<file path="src/rtl/hdlc_unstuff_pkg.sv">
package hdlc_unstuff_pkg;

    // Coarse region of the receive state machine; the finer position
    // and zero-run fields live beside it in the state record.
    typedef enum logic [1:0] {
        MODE_ABORT = 2'd0,
        MODE_FLAG  = 2'd1,
        MODE_START = 2'd2,
        MODE_DATA  = 2'd3
    } ustf_mode_e;

endpackage

</file>
<file path="src/rtl/hdlc_unstuff_next.sv">
// Next-state function of the receiver, evaluated as if a bit tick is present.
module hdlc_unstuff_next
    import hdlc_unstuff_pkg::*;
#(
    parameter int RUN_LIMIT = 5,
    localparam int NW = $clog2(RUN_LIMIT + 3),
    localparam int MW = $clog2(RUN_LIMIT + 2)
) (
    input  ustf_mode_e       mode_i,
    input  logic [NW-1:0]    pos_i,
    input  logic [MW-1:0]    zeros_i,
    input  logic             bit_i,
    output ustf_mode_e       mode_o,
    output logic [NW-1:0]    pos_o,
    output logic [MW-1:0]    zeros_o
);
    localparam int            LAST_POS = RUN_LIMIT + 2;
    localparam logic [NW-1:0] POS_LAST = NW'(LAST_POS);
    localparam logic [NW-1:0] POS_RUN  = NW'(RUN_LIMIT);
    localparam logic [NW-1:0] POS_FLAG_RESUME = NW'(RUN_LIMIT + 1);
    localparam logic [MW-1:0] Z_CAP    = MW'(RUN_LIMIT);
    localparam logic [MW-1:0] Z_END    = MW'(RUN_LIMIT + 1);

    logic          start_bad;
    logic [MW-1:0] zeros_inc;

    assign zeros_inc = zeros_i + MW'(1);
    assign start_bad = (int'(pos_i) > LAST_POS) ||
                       (int'(zeros_i) > int'(pos_i)) ||
                       (int'(zeros_i) > RUN_LIMIT);

    always_comb begin
        mode_o  = MODE_ABORT;
        pos_o   = '0;
        zeros_o = '0;
        case (mode_i)
            MODE_ABORT: begin
                if (bit_i) mode_o = MODE_FLAG;
            end
            MODE_FLAG: begin
                if (int'(pos_i) > LAST_POS) begin
                    mode_o = MODE_ABORT;
                end else if (pos_i == POS_LAST) begin
                    if (bit_i) mode_o = MODE_START;
                end else begin
                    mode_o = MODE_FLAG;
                    pos_o  = bit_i ? '0 : pos_i + NW'(1);
                end
            end
            MODE_START: begin
                if (start_bad) begin
                    mode_o = MODE_ABORT;
                end else if (zeros_i == Z_CAP) begin
                    if (bit_i) begin
                        mode_o = MODE_START;
                        pos_o  = pos_i;
                    end else if (pos_i == POS_RUN) begin
                        mode_o = MODE_FLAG;
                        pos_o  = POS_FLAG_RESUME;
                    end
                end else if (pos_i == POS_LAST) begin
                    mode_o  = MODE_DATA;
                    zeros_o = bit_i ? '0 : zeros_inc;
                end else begin
                    mode_o  = MODE_START;
                    pos_o   = pos_i + NW'(1);
                    zeros_o = bit_i ? '0 : zeros_inc;
                end
            end
            MODE_DATA: begin
                if (int'(zeros_i) > RUN_LIMIT + 1) begin
                    mode_o = MODE_ABORT;
                end else if (zeros_i == Z_END) begin
                    if (bit_i) mode_o = MODE_FLAG;
                end else begin
                    mode_o  = MODE_DATA;
                    zeros_o = bit_i ? '0 : zeros_inc;
                end
            end
            default: mode_o = MODE_ABORT;
        endcase
    end

endmodule

</file>
<file path="src/rtl/hdlc_unstuff_strobe.sv">
// Output decode: bit strobe with stuff/flag suppression, and frame carrier.
module hdlc_unstuff_strobe
    import hdlc_unstuff_pkg::*;
#(
    parameter int RUN_LIMIT = 5,
    localparam int MW = $clog2(RUN_LIMIT + 2)
) (
    input  logic          bit_tick,
    input  ustf_mode_e    mode_i,
    input  logic [MW-1:0] zeros_i,
    input  ustf_mode_e    sel_mode_i,
    output logic          shift_o,
    output logic          carrier_o
);
    localparam logic [MW-1:0] Z_CAP = MW'(RUN_LIMIT);

    logic drop_bit;

    always_comb begin
        drop_bit  = ((mode_i == MODE_START) && (zeros_i == Z_CAP)) ||
                    ((mode_i == MODE_DATA)  && (int'(zeros_i) >= RUN_LIMIT));
        shift_o   = bit_tick && !drop_bit;
        carrier_o = (sel_mode_i == MODE_DATA);
    end

endmodule

</file>
<file path="src/rtl/hdlc_unstuff_rx.sv">
// Flag-synchronised bit unstuffing receiver.
module hdlc_unstuff_rx
    import hdlc_unstuff_pkg::*;
#(
    parameter int RUN_LIMIT = 5
) (
    input  logic clk,
    input  logic rst_n,
    input  logic bit_tick,
    input  logic bit_in,
    output logic shift_o,
    output logic carrier_o
);
    localparam int NW = $clog2(RUN_LIMIT + 3);
    localparam int MW = $clog2(RUN_LIMIT + 2);

    typedef struct packed {
        ustf_mode_e    mode;
        logic [NW-1:0] pos;
        logic [MW-1:0] zeros;
    } rx_state_t;

    rx_state_t     st_d, st_q;
    ustf_mode_e    cur_mode, step_mode;
    logic [NW-1:0] cur_pos, step_pos;
    logic [MW-1:0] cur_zeros, step_zeros;

    assign cur_mode  = st_q.mode;
    assign cur_pos   = st_q.pos;
    assign cur_zeros = st_q.zeros;

    hdlc_unstuff_next #(.RUN_LIMIT(RUN_LIMIT)) u_next (
        .mode_i  (cur_mode),
        .pos_i   (cur_pos),
        .zeros_i (cur_zeros),
        .bit_i   (bit_in),
        .mode_o  (step_mode),
        .pos_o   (step_pos),
        .zeros_o (step_zeros)
    );

    always_comb begin
        st_d = st_q;
        if (bit_tick) begin
            st_d.mode  = step_mode;
            st_d.pos   = step_pos;
            st_d.zeros = step_zeros;
        end
    end

    always_ff @(posedge clk or negedge rst_n) begin
        if (!rst_n) begin
            st_q <= '{mode: MODE_ABORT, pos: '0, zeros: '0};
        end else begin
            st_q <= st_d;
        end
    end

    hdlc_unstuff_strobe #(.RUN_LIMIT(RUN_LIMIT)) u_strobe (
        .bit_tick   (bit_tick),
        .mode_i     (cur_mode),
        .zeros_i    (cur_zeros),
        .sel_mode_i (st_d.mode),
        .shift_o    (shift_o),
        .carrier_o  (carrier_o)
    );

endmodule

</file>
<file path="config.mk">
export PLATFORM = sky130hd
export DESIGN_NAME = hdlc_unstuff_rx
export DESIGN_NICKNAME = d
export VERILOG_FILES = /design/src/rtl/hdlc_unstuff_pkg.sv /design/src/rtl/hdlc_unstuff_next.sv /design/src/rtl/hdlc_unstuff_strobe.sv /design/src/rtl/hdlc_unstuff_rx.sv
export SDC_FILE = /design/constraint.sdc
export NUM_CORES = 1
export LEC_CHECK = 0
export BUFFER_PORTS_ARGS = -buffer_cell sky130_fd_sc_hd__buf_2
export CORE_AREA = 2 2 39 41
export CTS_BUF_LIST = sky130_fd_sc_hd__clkbuf_8
export CTS_CLUSTER_DIAMETER = 30
export DETAILED_ROUTE_END_ITERATION = 8
export DIE_AREA = 0 0 41 43
export GPL_TIMING_DRIVEN = 1
export PLACE_DENSITY = 0.95
export SYNTH_ARGS = -nofsm -noshare
export SYNTH_HDL_FRONTEND = slang
export SYNTH_HIERARCHICAL = 1
export SYNTH_SLANG_ARGS = --single-unit
export TNS_END_PERCENT = 1
</file>
<file path="constraint.sdc">
create_clock -name clk -period 4.5 [get_ports clk]
set_input_delay 0.45 -clock clk [delete_from_list [all_inputs] [get_ports clk]]
set_output_delay 0.45 -clock clk [all_outputs]
set_load 0.005 [all_outputs]
</file>
Word level (Yosys, flattened, before mapping)
Index checks and enable logic that the tools add are counted.
{ "totals": {"out_inout_bits": 2, "regBits": 8, "wordCells": 52} }
{ "classes": {"order_cmp": 4, "n_eq_ne": 9, "n_mux": 26, "add_sub_neg": 2, "reduce_logical": 8} }
{ "op_table": {"columns": ["operator", "count"], "rows": [
  ["two-way mux 3 bit", 12],
  ["two-way mux 2 bit", 7],
  ["== test 3 bit, second input constant", 4],
  ["one-hot mux 3 bit (2 select lines)", 2],
  ["two-way mux 8 bit", 1],
  ["one-hot mux 2 bit (4 select lines)", 1],
  ["adder 3 x 1 -> 3 bit, second input constant", 2],
  ["== test 2 bit, second input constant", 3],
  ["greater-than comparator 3 bit, second input constant", 2],
  ["!= test 4 x 3 -> 1 bit, second input constant", 1],
  ["greater-or-equal comparator 3 bit, second input constant", 1],
  ["greater-than comparator 3 bit", 1],
  ["logical AND 1 bit", 3],
  ["two-way mux 1 bit", 3],
  ["== test 2 x 1 -> 1 bit, second input constant", 1],
  ["zero test 2 bit", 1],
  ["logical OR 1 bit", 2],
  ["AND reduction 2 bit", 1],
  ["zero test 1 bit", 1]
]} }

Logic depth before layout (Yosys ltp)
{ "logic_depth": {"word_depth": 8, "mapped_depth": 8, "ltp_nobuf": 8} }

Modules after synthesis
Netlist, hierarchy kept.
{ "by_module_without_submodules": {"columns": ["mod", "n_inst", "seq_area_each_um2", "area_each_um2", "cells_each"], "rows": [
  ["hdlc_unstuff_next", 1, 0.0, 495.5, 67],
  ["hdlc_unstuff_rx", 1, 200.2, 331.6, 17],
  ["hdlc_unstuff_strobe", 1, 0.0, 27.5, 4]
]} }

Least setup slack after synthesis
OpenSTA, ideal clock, no wires.
{ "synth_path": {"kind": "reg-to-output", "start": "reg st_q (netlist bit cur_zeros[0])", "end": "out carrier_o", "path_slack_ns": 2.063, "path_stages_with_launch": 9, "n_path_buf": 0, "arrival_ns": 1.987, "cell_sequence": "dfrtp_1 inv_1 ha_1 and3_4 a211oi_2 o21ai_0 o211a_1 mux2_4 and2_1"} }
{ "synth_rtl": {"columns": ["item", "line", "source"], "rows": [
  ["start, declared", "hdlc_unstuff_rx.sv:23", "rx_state_t st_d, st_q;"],
  ["start signal, assigned", "hdlc_unstuff_rx.sv:53", "st_q <= '{mode: MODE_ABORT, pos: '0, zeros: '0};"],
  ["start signal, assigned", "hdlc_unstuff_rx.sv:55", "st_q <= st_d;"],
  ["end, declared", "hdlc_unstuff_rx.sv:12", "output logic carrier_o"]
]} }

==> run summary <==
Worst Setup Start Kind - flop
fin area - 918 sq um
CTS max path bufs - 2
Worst-Margin Slew - 0.562 ns
fin util - 0.664
IO Port Bufs - 5
peak supply drop - 0.000192 V
Post-Syn Area - 855 sq um
drt total wl - 1.84 mm
DRT antenna net count - 0
area leader, netlist - dfrtp_1
top cells by area, synth - dfrtp_1, ha_1, mux2_4
Final Hold Fails - 0
Final Non-Filler Cells - 110
Synth async-reset ratio - 1.00
Hold WS - 0.0514 ns
WP buf/inv - 2
Max-Slew Margin vs Limit - 0.622
maximum fanout along the worst path - 8
worst skew pair latency - 0.23 ns
Initial Utilization - 0.618
core area - 1380 sq um
TritonRoute pass-1 iters - 4
# setup viols final - 0
placed insts - 107
root buffer cell - clkbuf_8
antenna violations before repair - 0
routability cong. - 0.875
final worst slack - 1.41 ns
post_cts resized - 0
total power - 0.273 mW
maxcap violations - 0
fraction of the yosys area taken by sequential cells - 0.234
Worst path depth - 9
placed cell area - 877 sq um
first-pass GRT wire length - 3.06 mm
Num CTS Buffers - 3
DP Worst Slack - 1.70 ns
Reg clk slew, reported paths - 0.05 ns
final-stage net count - 113
max frequency - 0.324 GHz
die height - 43 um
Ports - 6
max incr delay on CP - 0.47 ns
Avg Cell Area, Syn - 9.71 sq um
most frequent cells after synthesis - ha_1, inv_1, dfrtp_1, mux2_4, o21ai_0
htree depth - 1
n_diodes - 0
fraction of layout instances using a drive strength above 1 - 0.213
crit path cell chain - inv_1 > ha_1 > and3_4 > a211oi_2 > o21ai_0 > o211a_1 > mux2_4 > and2_1 > buf_2
arrival time at the worst endpoint - 2.64 ns
EDFF count, synth - 0
DRC viols - 0
Main synth FF type - dfrtp_1
Area Growth Syn to Fin - 7.47%
number of DRC markers in iteration 0 - 24
element type at the critical path end - primary output
Die W - 41 um
fin crit share - 0.686
hold crit path type - input pin to async pin
Vias per Instance - 6.58
global route overflow - 0
Setup Fix Bufs, Post-CTS - 0
Die ar. - 1760 sq um
status - complete, no violations
worst-case clock skew - 0.00565 ns
Worst EP required - 4.05 ns
Synthesized Nets - 105
minimum clock period - 3.09 ns
vias in the first global route - 704
TritonCTS clock tree - yes
Pleak - 0.442 nW
Worst R2R Path Depth - 7
Seq cells post-synth - 8
Post-Route Setup TNS - 0 ns
Final Max Slew Viols - 0
Worst Path Class, Setup - flop to primary output
WL/cell - 16.7 um
hpwl dp - 1.30 mm
Power per Cell Area - 298 nW/um^2
most frequent cell after synthesis - ha_1
count of distinct cell types in the synthesized netlist - 31
CTS sink count - 8
CP delay by family, top - compound AO/OA/AOI/OAI gates
RSZ-0062 raised after global routing - false
row count - 14
share of the synthesized area in the top cell type - 0.234
GRT Total Usage - 0.253
Mapped Cells - 88
Hold Buf Count CTS - 0
largest net degree at the start of global routing - 10
DR vias - 724
crit path max-delay cell type - dfrtp_1
synth warn - 6
[worst register-to-register path, stage by stage, from the launching register on]
cell       delay, ns
dfrtp_1         0.47
inv_1           0.11
ha_1            0.30
and3_4          0.18
a211oi_2        0.41
a2bb2oi_1       0.36
nor3_1          0.10
mux2_4          0.26
[routing by layer]
metal | wire length (um) | track usage | vias up
li1 | - | - | 332
met1 | 761 | 0.326 | 339
met2 | 908 | 0.397 | 42
met3 | 115 | 0.0524 | 11
met4 | 53 | 0.0933 | 0
met5 | 0 | 0 | -
[state kept, by name, indices dropped and copies added (netlist names)]
register,cells
cur_mode,2
cur_pos,3
cur_zeros,3
[cells by family after synthesis]
logic type,Yosys count,synth area share
adders and majority gates,13,0.190
xor gates and xnor gates,1,0.0103
buffers and inverters,11,0.0659
and+or+nand+nor,23,0.154
DFF,8,0.234
AOI/OAI and AO/OA,22,0.182
muxes,10,0.164
[layout make-up]
| type | instances | area, sq um |
|---|---|---|
| tap | 16 | 20.0 |
| clock buffer | 3 | 41.3 |
| inverter | 9 | 33.8 |
| fill | 110 | 465 |
| multi-input combinational | 69 | 598 |
| sequential | 8 | 200 |
| timing repair buffer | 5 | 25.0 |
[where the power goes]
| group | switching (mW) | total [mW] | internal [mW] |
|---|---|---|---|
| Combinational | 0.0485 | 0.0922 | 0.0437 |
| Clock | 0.0318 | 0.0901 | 0.0583 |
| Sequential | 0.0120 | 0.0911 | 0.0791 |
| Total | 0.0923 | 0.273 | 0.181 |
[worst paths after layout]
kind / start / end / slack, ns
setup reg to reg: cur_zeros[0]$_DFFE_PN0P_ / cur_zeros[2]$_DFFE_PN0P_ / 2.20
min in group clk: cur_pos[1]$_DFFE_PN0P_ / cur_pos[1]$_DFFE_PN0P_ / 0.59
setup / recovery: cur_zeros[0]$_DFFE_PN0P_ / carrier_o / 1.41
hold / removal: rst_n / cur_pos[1]$_DFFE_PN0P_ / 0.05
max in group asynchronous: rst_n / cur_zeros[0]$_DFFE_PN0P_ / 4.27
hold reg to reg: cur_pos[1]$_DFFE_PN0P_ / cur_pos[1]$_DFFE_PN0P_ / 0.59
[placed cells by master (no fill, tap or decap), drive strengths merged, types with 4 or more instances in the layout]
cell and count:
and2 5, nor2 4, buf 5, inv 9, ha 13, mux2 8
o21ai 6, dfrtp 8, nor3 4
(Power assumes the default switching activity.)
